**src/rtl/status_tx.sv**
```systemverilog
module status_tx #(
  parameter int FLAG_W = 4,
  parameter int ADDR_W = 4,
  parameter int DATA_W = 8,
  parameter logic [ADDR_W-1:0] SELFID_ADDR = '0
) (
  input  logic              clk,
  input  logic              rst_n,
  input  logic [FLAG_W-1:0] flag_set,
  input  logic              rd_req,
  input  logic [ADDR_W-1:0] rd_addr,
  input  logic [DATA_W-1:0] rd_data,
  input  logic              selfid_done,
  input  logic [DATA_W-1:0] phy_id,
  input  logic              bus_idle,
  input  logic              rx_preempt,
  output logic [1:0]        ctl,
  output logic [1:0]        d
);
  localparam int WORD_W = FLAG_W + ADDR_W + DATA_W;
  localparam int PAIRS  = WORD_W / 2;
  localparam int SHORT  = FLAG_W / 2;
  localparam int CW     = $clog2(PAIRS);
  localparam logic [CW-1:0] LAST_LONG  = CW'(PAIRS - 1);
  localparam logic [CW-1:0] LAST_SHORT = CW'(SHORT - 1);

  logic              active, is_long;
  logic [CW-1:0]     cnt;
  logic [WORD_W-1:0] word;
  logic [FLAG_W-1:0] flags_q, sent_mask;
  logic              reg_pend, sid_pend;
  logic [ADDR_W-1:0] reg_addr;
  logic [DATA_W-1:0] reg_data, sid_data;

  wire sending = active && !rx_preempt;
  wire start   = !active && bus_idle && !rx_preempt && (reg_pend || flags_q != '0);
  wire last    = cnt == (is_long ? LAST_LONG : LAST_SHORT);

  assign ctl = sending ? 2'b01 : 2'b00;
  assign d   = sending ? word[{cnt, 1'b0} +: 2] : 2'b00;

  always_comb begin
    sent_mask = '0;
    if (sending && int'(cnt) < SHORT)
      sent_mask = word[FLAG_W-1:0] & (FLAG_W'(3) << (2 * int'(cnt)));
  end

  always_ff @(posedge clk) begin
    if (!rst_n) begin
      active   <= 1'b0;
      is_long  <= 1'b0;
      cnt      <= '0;
      word     <= '0;
      flags_q  <= '0;
      reg_pend <= 1'b0;
      sid_pend <= 1'b0;
      reg_addr <= '0;
      reg_data <= '0;
      sid_data <= '0;
    end else begin
      flags_q <= (flags_q & ~sent_mask) | flag_set;

      if (start) begin
        active  <= 1'b1;
        cnt     <= '0;
        is_long <= reg_pend;
        word    <= {reg_data, reg_addr, flags_q};
      end else if (active) begin
        if (rx_preempt) begin
          active <= 1'b0;
        end else if (last) begin
          active <= 1'b0;
          if (is_long) reg_pend <= 1'b0;
        end else begin
          cnt <= cnt + 1'b1;
        end
      end

      if (!reg_pend) begin
        if (rd_req) begin
          reg_pend <= 1'b1;
          reg_addr <= rd_addr;
          reg_data <= rd_data;
        end else if (sid_pend) begin
          reg_pend <= 1'b1;
          reg_addr <= SELFID_ADDR;
          reg_data <= sid_data;
          sid_pend <= 1'b0;
        end
      end

      if (selfid_done) begin
        sid_pend <= 1'b1;
        sid_data <= phy_id;
      end
    end
  end
endmodule


```
**config.mk**
```make
export PLATFORM = sky130hd
export DESIGN_NAME = status_tx
export DESIGN_NICKNAME = d
export VERILOG_FILES = /design/src/rtl/status_tx.sv
export SDC_FILE = /design/constraint.sdc
export NUM_CORES = 1
export LEC_CHECK = 0
export ABC_AREA = 1
export BUFFER_PORTS_ARGS = -buffer_cell sky130_fd_sc_hd__buf_2
export CORE_UTILIZATION = 45
export DETAILED_ROUTE_END_ITERATION = 8
export PLACE_DENSITY_LB_ADDON = 0.15
export SYNTH_ARGS = -nofsm -noshare
export SYNTH_HDL_FRONTEND = slang
export SYNTH_SLANG_ARGS = --single-unit
```
**constraint.sdc**
```tcl
create_clock -name clk -period 2.8 [get_ports clk]
set_input_delay 0.42 -clock clk [delete_from_list [all_inputs] [get_ports clk]]
set_output_delay 0.42 -clock clk [all_outputs]
set_load 0.05 [all_outputs]
```
# After elaboration in Yosys (flattened, before gate mapping)

Index checks and enable logic that the tools add are counted.

Output and inout bits: 4
Register bits: 47
Input bits: 30
Logic and storage cells: 62

Add/subtract/negate cells: 1
Eq/ne operators: 3
Reductions and logical operators: 14
Mux-type cells: 23
Shifts and indexed selects: 2
Magnitude comparators: 1
Bitwise gates (word level): 8

Operator list:

| cell                                                                         | count |
|---|---|
| 1-bit two-way mux                                                            | 16 |
| 8-bit two-way mux                                                            | 2 |
| 16-bit by 5-bit indexed part select with 2-bit output                        | 1 |
| 4-bit two-way mux                                                            | 3 |
| 4-bit bitwise AND                                                            | 2 |
| 1-bit logical AND                                                            | 5 |
| 1-bit NOT                                                                    | 4 |
| 4-bit NOT                                                                    | 1 |
| 4-bit OR                                                                     | 1 |
| 2-bit AND reduction                                                          | 2 |
| 4-bit nonzero test                                                           | 1 |
| 2-bit by 4-bit << shifter with 4-bit output, first input constant            | 1 |
| 3-bit by 1-bit adder with 3-bit output, second input constant                | 1 |
| 3-bit == test                                                                | 1 |
| 3-bit by 2-bit less-than comparator with 1-bit output, second input constant | 1 |
| 3-bit two-way mux                                                            | 1 |
| 3-bit AND reduction                                                          | 1 |
| 1-bit zero test                                                              | 2 |
| 2-bit two-way mux                                                            | 1 |
| 2-bit by 1-bit inequality test with 1-bit output, second input constant      | 1 |
| 2-bit inequality test, second input constant                                 | 1 |
| 2-bit nonzero test                                                           | 1 |
| 2-bit OR reduction                                                           | 1 |
| 1-bit logical OR                                                             | 1 |

# Depth between registers and ports, before layout

Gate-level depths: netlist of the first run.

Depth in word-level cells: 9
Mapped depth: 7
Mapped depth without buffers: 7

# Worst setup path after synthesis of the first run

No wires, ideal clock.

Kind: register to output
Start: reg cnt[0]
End: out d[0]
Arrival time: 1.591 ns
Buffers on the path: 1
Data required time: 2.380 ns
Path slack: 0.789 ns
Stages on the path, launching flop included: 6
Path through: dfxtp_1 -> buf_2 -> o21ai_0 -> o21ai_0 -> nand2_1 -> a21oi_1

Word-level cells in the longest chain between the ends: 2

Ends and longest elaborated chain:

| what                                                  | line | text |
|---|---|---|
| start, declared                                       | 28   | `logic [CW-1:0] cnt;` |
| start signal, assigned                                | 75   | `cnt <= cnt + 1'b1;` |
| 16-bit by 5-bit indexed part select with 2-bit output | 40   | `assign d = sending ? word[{cnt, 1'b0} +: 2] : 2'b00;` |
| 2-bit two-way mux                                     | 40   |  |
| end, declared                                         | 18   | `output logic [1:0] d` |

Every way passes these cells.

# Final worst setup path of the first run

Same ends and word-level chain as after synthesis.

==> results of run 1 <==
-- flip-flops by register name, summed over array words and instances, names as in the netlist, 3 cells and up --
signal and flops:
word 16, cnt 3, flags_q 4, reg_addr 4
sid_data 8, reg_data 8
-- routing by layer --
metal	global-route usage, %	up-vias	share of wire [%]
met5	0	-	0
met1	26.6	773	52
met4	7.26	0	1.5
met3	4.65	7	4.6
met2	29.1	38	42
li1	-	948	-
-- critical path: cells and delay by family, from the launching register on --
family / cells / cell delay, ns
DFF: 1 / 0.63
buffers and inverters: 2 / 0.52
and+or+nand+nor: 4 / 0.29
AOI/OAI and AO/OA: 1 / 0.13
-- cell type report --
cell class	instances	area, µm²	area share [%]
sequential	47	941	41.4
multi-input combinational	188	888	39.1
timing repair buffer	33	168	7.37
inverter	29	111	4.90
clock buffer	8	100	4.40
tap	52	65.1	2.86
-- synthesized netlist by cell type (all sizes together) --
cell	number	area, µm²
a211oi	8	60.1
ha	1	12.5
o21ai	43	219
inv	29	111
nor2	55	216
a21oi	26	130
conb	1	3.75
buf	8	66.3
clkbuf	7	27.5
xor2	1	8.76
nor3b	1	18.8
nand3	13	65.1
dfxtp	47	941
nand2	39	154
-- power by group --
group | switching (W) | internal, W
Sequential | 0.0000261 | 0.000717
Combinational | 0.000106 | 0.0000654
Clock | 0.000217 | 0.000226
-- final timing paths --
| path | startpoint | to | slack, ns | cells past startpoint |
|---|---|---|---|---|
| min | flag_set[0] | flags_q[0] | 0.36 | 3 |
| min reg2reg | sid_data[7] | sid_data[7] | 0.46 | 2 |
| max | cnt[0] | d[0] | 0.51 | 7 |
| max reg2reg | cnt[0] | reg_pend | 1.36 | 5 |
-- stage by stage --
stage	setup WS, ns	hold slack [ns]	instances	area [µm²]	power (W)
final	0.513	0.358	357	2270	0.00136
after global routing	0.347	0.349	357	2270	0.00143
after CTS	0.533	0.352	357	2270	0.00137
after detailed placement	0.871	0.449	349	2170	0.000932
after global placement	0.915	0.443	349	2170	0.000929
after floorplan	0.789	0.430	279	2030	0.000884
-- cells by family (layout without fill, tap and decap cells) --
group,Yosys count,after routing,synth area share (%)
flops,47,47,46.2
fa+ha+maj,1,1,0.615
compound gates,77,77,20.1
simple gates,108,108,22.3
xor+xnor,1,1,0.431
buf+inv,44,70,10.1
other cells,1,1,0.184
==> results.sh, run 1 <==
export IMPL_outcome="finished, final reports clean"
export IMPL_cts_htree_levels=2
export IMPL_grt_pass1_vias=1645
export IMPL_crit_arrival_ns=1.87
export IMPL_crit_path_max_fanout=14
export IMPL_die_h_um=69.2
export IMPL_period_needed_ns=2.29
export IMPL_n_antenna_cell=0
export IMPL_max_freq_ghz=0.437
export IMPL_die_area_mm2=0.00479
export IMPL_finalSetupTns_ns=0
export IMPL_vias_per_cell=4.95
export IMPL_cts_tree="built"
export IMPL_ios=34
export IMPL_die_x_um=69.2
export IMPL_cts_sinks=47
export IMPL_postCtsSetupBuffers=0
export IMPL_synth_area_mm2=0.00203
export IMPL_worstMarginPinSlew_ns=0.501
export IMPL_layout_commonest_cell="nor2_1"
export IMPL_drc=0
export IMPL_yosys_register_bits=47
export IMPL_rsz0062_at_grt="false"
export IMPL_antenna_found_initial=0
export IMPL_via_count=1766
export IMPL_crit_chain="inv_1 > nand2_1 > nand3_1 > nand2_1 > nand2_1 > a21oi_1 > buf_2"
export IMPL_area_growth_pct=11.7
export IMPL_max_slew_margin_pct=66.6
export IMPL_grt_usage_pct=19.3
export IMPL_clk_latency_ns=0.29
export IMPL_start_util_pct=46.7
export IMPL_setup_viol=0
export IMPL_final_util_pct=52.2
export IMPL_vdd_ir_drop_max_v=0.000334
export IMPL_hp_class="input pin to flip-flop"
export IMPL_post_route_period_util_pct=81.7
export IMPL_avgSynthCellArea_um2=7.29
export IMPL_grt_max_degree=35
export IMPL_hold_violations=0
export IMPL_power_density_mw_per_mm2=597
export IMPL_critPathCaptureType="output port"
export IMPL_synthesis_nets=310
export IMPL_cap_violations=0
export IMPL_first_pass_iters=4
export IMPL_ys_seq_area_share_pct=46.2
export IMPL_drtIter0Drc=67
export IMPL_nNetsFinal=335
export IMPL_crit_type="flip-flop to output port"
export IMPL_clock_skew_ns=0.00640
export IMPL_layout_common_cells="nor2_1, dfxtp_1, o21ai_0, nand2_1, buf_2"
export IMPL_crit_path_start_kind="flip-flop"
export IMPL_post_dp_hpwl_um=2910
export IMPL_cp_data_required_time_ns=2.38
export IMPL_coreArea_mm2=0.00435
export IMPL_syn_inst=279
export IMPL_slowest_delay_ns=0.63
export IMPL_io_buffers=32
export IMPL_cts_root_buf="clkbuf_8"
export IMPL_gp_congestion=0.891
export IMPL_cp_common_cell="nand2_1"
export IMPL_drv_slew=0
export IMPL_post_drt_wl_per_cell_um=11.7
export IMPL_n_fill_cell=466
export IMPL_finalWirelength_um=4190
export IMPL_clkTransAtPathRegs_ns=0.09
export IMPL_yosysWarnings=0
export IMPL_rows=24
export IMPL_critPathSlowestCell="dfxtp_1"
export IMPL_cts_buffers_inserted=5
export IMPL_overflow=0
export IMPL_p_leak_nw=0.978
export IMPL_synth_distinct_cells=24
export IMPL_holdBufCountCts=0
export IMPL_cts_resized=0
export IMPL_grt_pass1_wl_um=7570
export IMPL_drt_antenna_violating_nets=0
export IMPL_drive_gt1_share_pct=16.1
export IMPL_cts_max_path_buffers=2
(Power assumes the default switching activity.)
==> run 2: changes to the inputs <==
--- a/config.mk
+++ b/config.mk
@@ -5,7 +5,7 @@
 export SDC_FILE = /design/constraint.sdc
 export NUM_CORES = 1
 export LEC_CHECK = 0
-export ABC_AREA = 1
+export ABC_AREA = 0
 export BUFFER_PORTS_ARGS = -buffer_cell sky130_fd_sc_hd__buf_2
 export CORE_UTILIZATION = 45
 export DETAILED_ROUTE_END_ITERATION = 8
==> constraint.sdc (replaced) <==
create_clock -name clk -period 2.3 [get_ports clk]
set_input_delay 0.345 -clock clk [delete_from_list [all_inputs] [get_ports clk]]
set_output_delay 0.345 -clock clk [all_outputs]
set_load 0.05 [all_outputs]
==> results.sh, run 2 <==
export IMPL_die_x_um=70.6
export IMPL_grt_usage_pct=17.1
export IMPL_die_area_mm2=0.00499
export IMPL_yosys_register_bits=47
export IMPL_drv_slew=0
export IMPL_setup_viol=0
export IMPL_vias_per_cell=5.19
export IMPL_synth_mux_area_share_pct=18.0
export IMPL_grt_max_degree=25
export IMPL_cp_startpoint="cnt[0]"
export IMPL_post_route_period_util_pct=93.8
export IMPL_clock_skew_ns=0.00450
export IMPL_hp_start="flag_set[1]"
export IMPL_outcome="complete, but fails checks"
export IMPL_yosysTopAreaCellShare_pct=44.4
export IMPL_cts_tree="built"
export IMPL_post_drt_wl_per_cell_um=12.7
export IMPL_io_buffers=32
export IMPL_largestRegisters="word x16, reg_data x8, sid_data x8"
export IMPL_start_util_pct=47.7
export IMPL_critPathSlowestCell="mux4_2"
export IMPL_yosysWarnings=0
export IMPL_drive_gt1_share_pct=22.0
export IMPL_hp_class="input pin to flip-flop"
export IMPL_clk_latency_ns=0.29
export IMPL_power_density_mw_per_mm2=708
export IMPL_worst_path_buf_inv=1
export IMPL_synthesis_nets=256
export IMPL_area_growth_pct=14.4
export IMPL_synth_top_cell_by_area="dfxtp_1"
export IMPL_yosys_area_share_xor_xnor_pct=0
export IMPL_largest_register="word"
export IMPL_worstMarginPinSlew_ns=0.555
export IMPL_synth_edff_count=0
export IMPL_critPathCaptureType="output port"
export IMPL_overflow=0
export IMPL_post_synth_top_count_cell="dfxtp_1"
export IMPL_rsz0062_at_grt="false"
export IMPL_drtIter0Drc=78
export IMPL_synth_compound_area_share_pct=15.5
export IMPL_drt_antenna_violating_nets=0
export IMPL_slowest_delay_ns=0.55
export IMPL_cts_buffers_inserted=5
export IMPL_synthAdderAreaFrac_pct=0.591
export IMPL_layout_commonest_cell="dfxtp_1"
export IMPL_postCtsSetupBuffers=0
export IMPL_period_needed_ns=2.16
export IMPL_ios=34
export IMPL_crit_family="multiplexers"
export IMPL_cp_data_required_time_ns=1.96
export IMPL_grt_pass1_wl_um=6750
export IMPL_crit_type="flip-flop to output port"
export IMPL_ys_async_sr_fraction_pct=0
export IMPL_max_freq_ghz=0.464
export IMPL_ys_seq_area_share_pct=44.4
export IMPL_synthSimpleGateAreaFrac_pct=15.5
export IMPL_hold_violations=0
export IMPL_post_dp_hpwl_um=2790
export IMPL_syn_inst=225
export IMPL_crit_arrival_ns=1.81
export IMPL_n_antenna_cell=0
export IMPL_drc=4
export IMPL_synth_top_family_by_area="multiplexers"
export IMPL_holdWs_ns=0.253
export IMPL_synth_distinct_cells=38
export IMPL_largest_register_ffs=16
export IMPL_crit_path_max_fanout=7
export IMPL_gp_congestion=0.717
export IMPL_grt_pass1_vias=1467
export IMPL_r2r_start="cnt[0]"
export IMPL_violations="design-rule violations"
export IMPL_synth_area_mm2=0.00212
export IMPL_cts_sinks=47
export IMPL_placed_cell_area_mm2=0.00230
export IMPL_first_pass_iters=6
export IMPL_holdBufCountCts=0
export IMPL_crit_chain="mux4_2 > a22o_1 > buf_2"
export IMPL_cts_max_path_buffers=2
export IMPL_finalWirelength_um=3890
export IMPL_post_route_cell_area_mm2=0.00242
export IMPL_crit_path_start_kind="flip-flop"
export IMPL_synth_area_top_cells="dfxtp_1, mux2i_1, nand2_1"
export IMPL_finalSetupTns_ns=0
export IMPL_via_count=1588
export IMPL_clkTransAtPathRegs_ns=0.09
export IMPL_max_slew_margin_pct=63.0
export IMPL_avgSynthCellArea_um2=9.41
export IMPL_rows=24
export IMPL_total_power_w=0.00171
export IMPL_cts_resized=0
export IMPL_synth_ff_type="dfxtp_1"
export IMPL_die_h_um=70.6
export IMPL_antenna_found_initial=0
export IMPL_cap_violations=0
export IMPL_coreArea_mm2=0.00444
export IMPL_synth_commonest_cells="dfxtp_1, nand2_1, mux2i_1"
export IMPL_nNetsFinal=284
export IMPL_p_leak_nw=1.00
export IMPL_vdd_ir_drop_max_v=0.000358
export IMPL_cts_htree_levels=2
export IMPL_layout_common_cells="dfxtp_1, buf_2, nand2_1, mux2i_1, nor2_1"
export IMPL_cts_root_buf="clkbuf_8"
[run 2: changes by cell type in the layout (fill, tap and decap cells not counted), moves of 5 or more]
cell,before,now
o21ai_0,41,9
nand2_1,38,31
a21oi_1,26,3
o21a_1,0,5
buf_4,1,7
nor2_1,51,23
mux2i_1,0,29
nand3_1,13,6
inv_1,27,8
[run 2: cells by family after synthesis]
family	count (synthesis)
buffers and inverters	26
and+or+nand+nor	73
other	1
muxes	33
adders and majority gates	1
DFF	47
AOI/OAI and AO/OA	44
[run 2: metrics by stage]
stage | utilization [%] | setup slack [ns] | instances
after floorplan | - | 0.341 | 225
after global placement | 51.8 | 0.478 | 298
after detailed placement | 51.8 | 0.403 | 298
after CTS | 54.5 | 0.119 | 306
after global routing | 54.5 | 0.0230 | 306
final | 54.5 | 0.143 | 306
[run 2: worst paths after layout]
kind                end  slack, ns  depth (start not counted)
max                d[1]       0.14                          3
min          flags_q[1]       0.25                          2
max reg2reg      cnt[1]       0.39                          5
min reg2reg     word[7]       0.46                          2
[run 2: area by class of cell]
type                    count  area, µm²
clock inverters             2       38.8
repair buffers             39        213
well taps                  52       65.1
multi-input cells         152       1050
clock buffers               6       82.6
fillers                   434       2020
inverters                   8       30.0
flip-flops and latches     47        941
[run 2: report_power, final]
| part | switching [W] | total, W | leakage, nW | internal (W) |
|---|---|---|---|---|
| combinational | 0.000103 | 0.000193 | 0.553 | 0.0000901 |
| sequential | 0.0000324 | 0.000893 | 0.386 | 0.000861 |
| clock | 0.000271 | 0.000628 | 0.0618 | 0.000357 |
[run 2: metal layers]
layer | GRT usage (%) | vias to the layer above | share of wire, %
li1 | - | 845 | -
met1 | 23.1 | 701 | 53
met2 | 26.4 | 35 | 42
met3 | 4.42 | 7 | 4.0
met4 | 6.67 | 0 | 1.5
met5 | 0 | - | 0
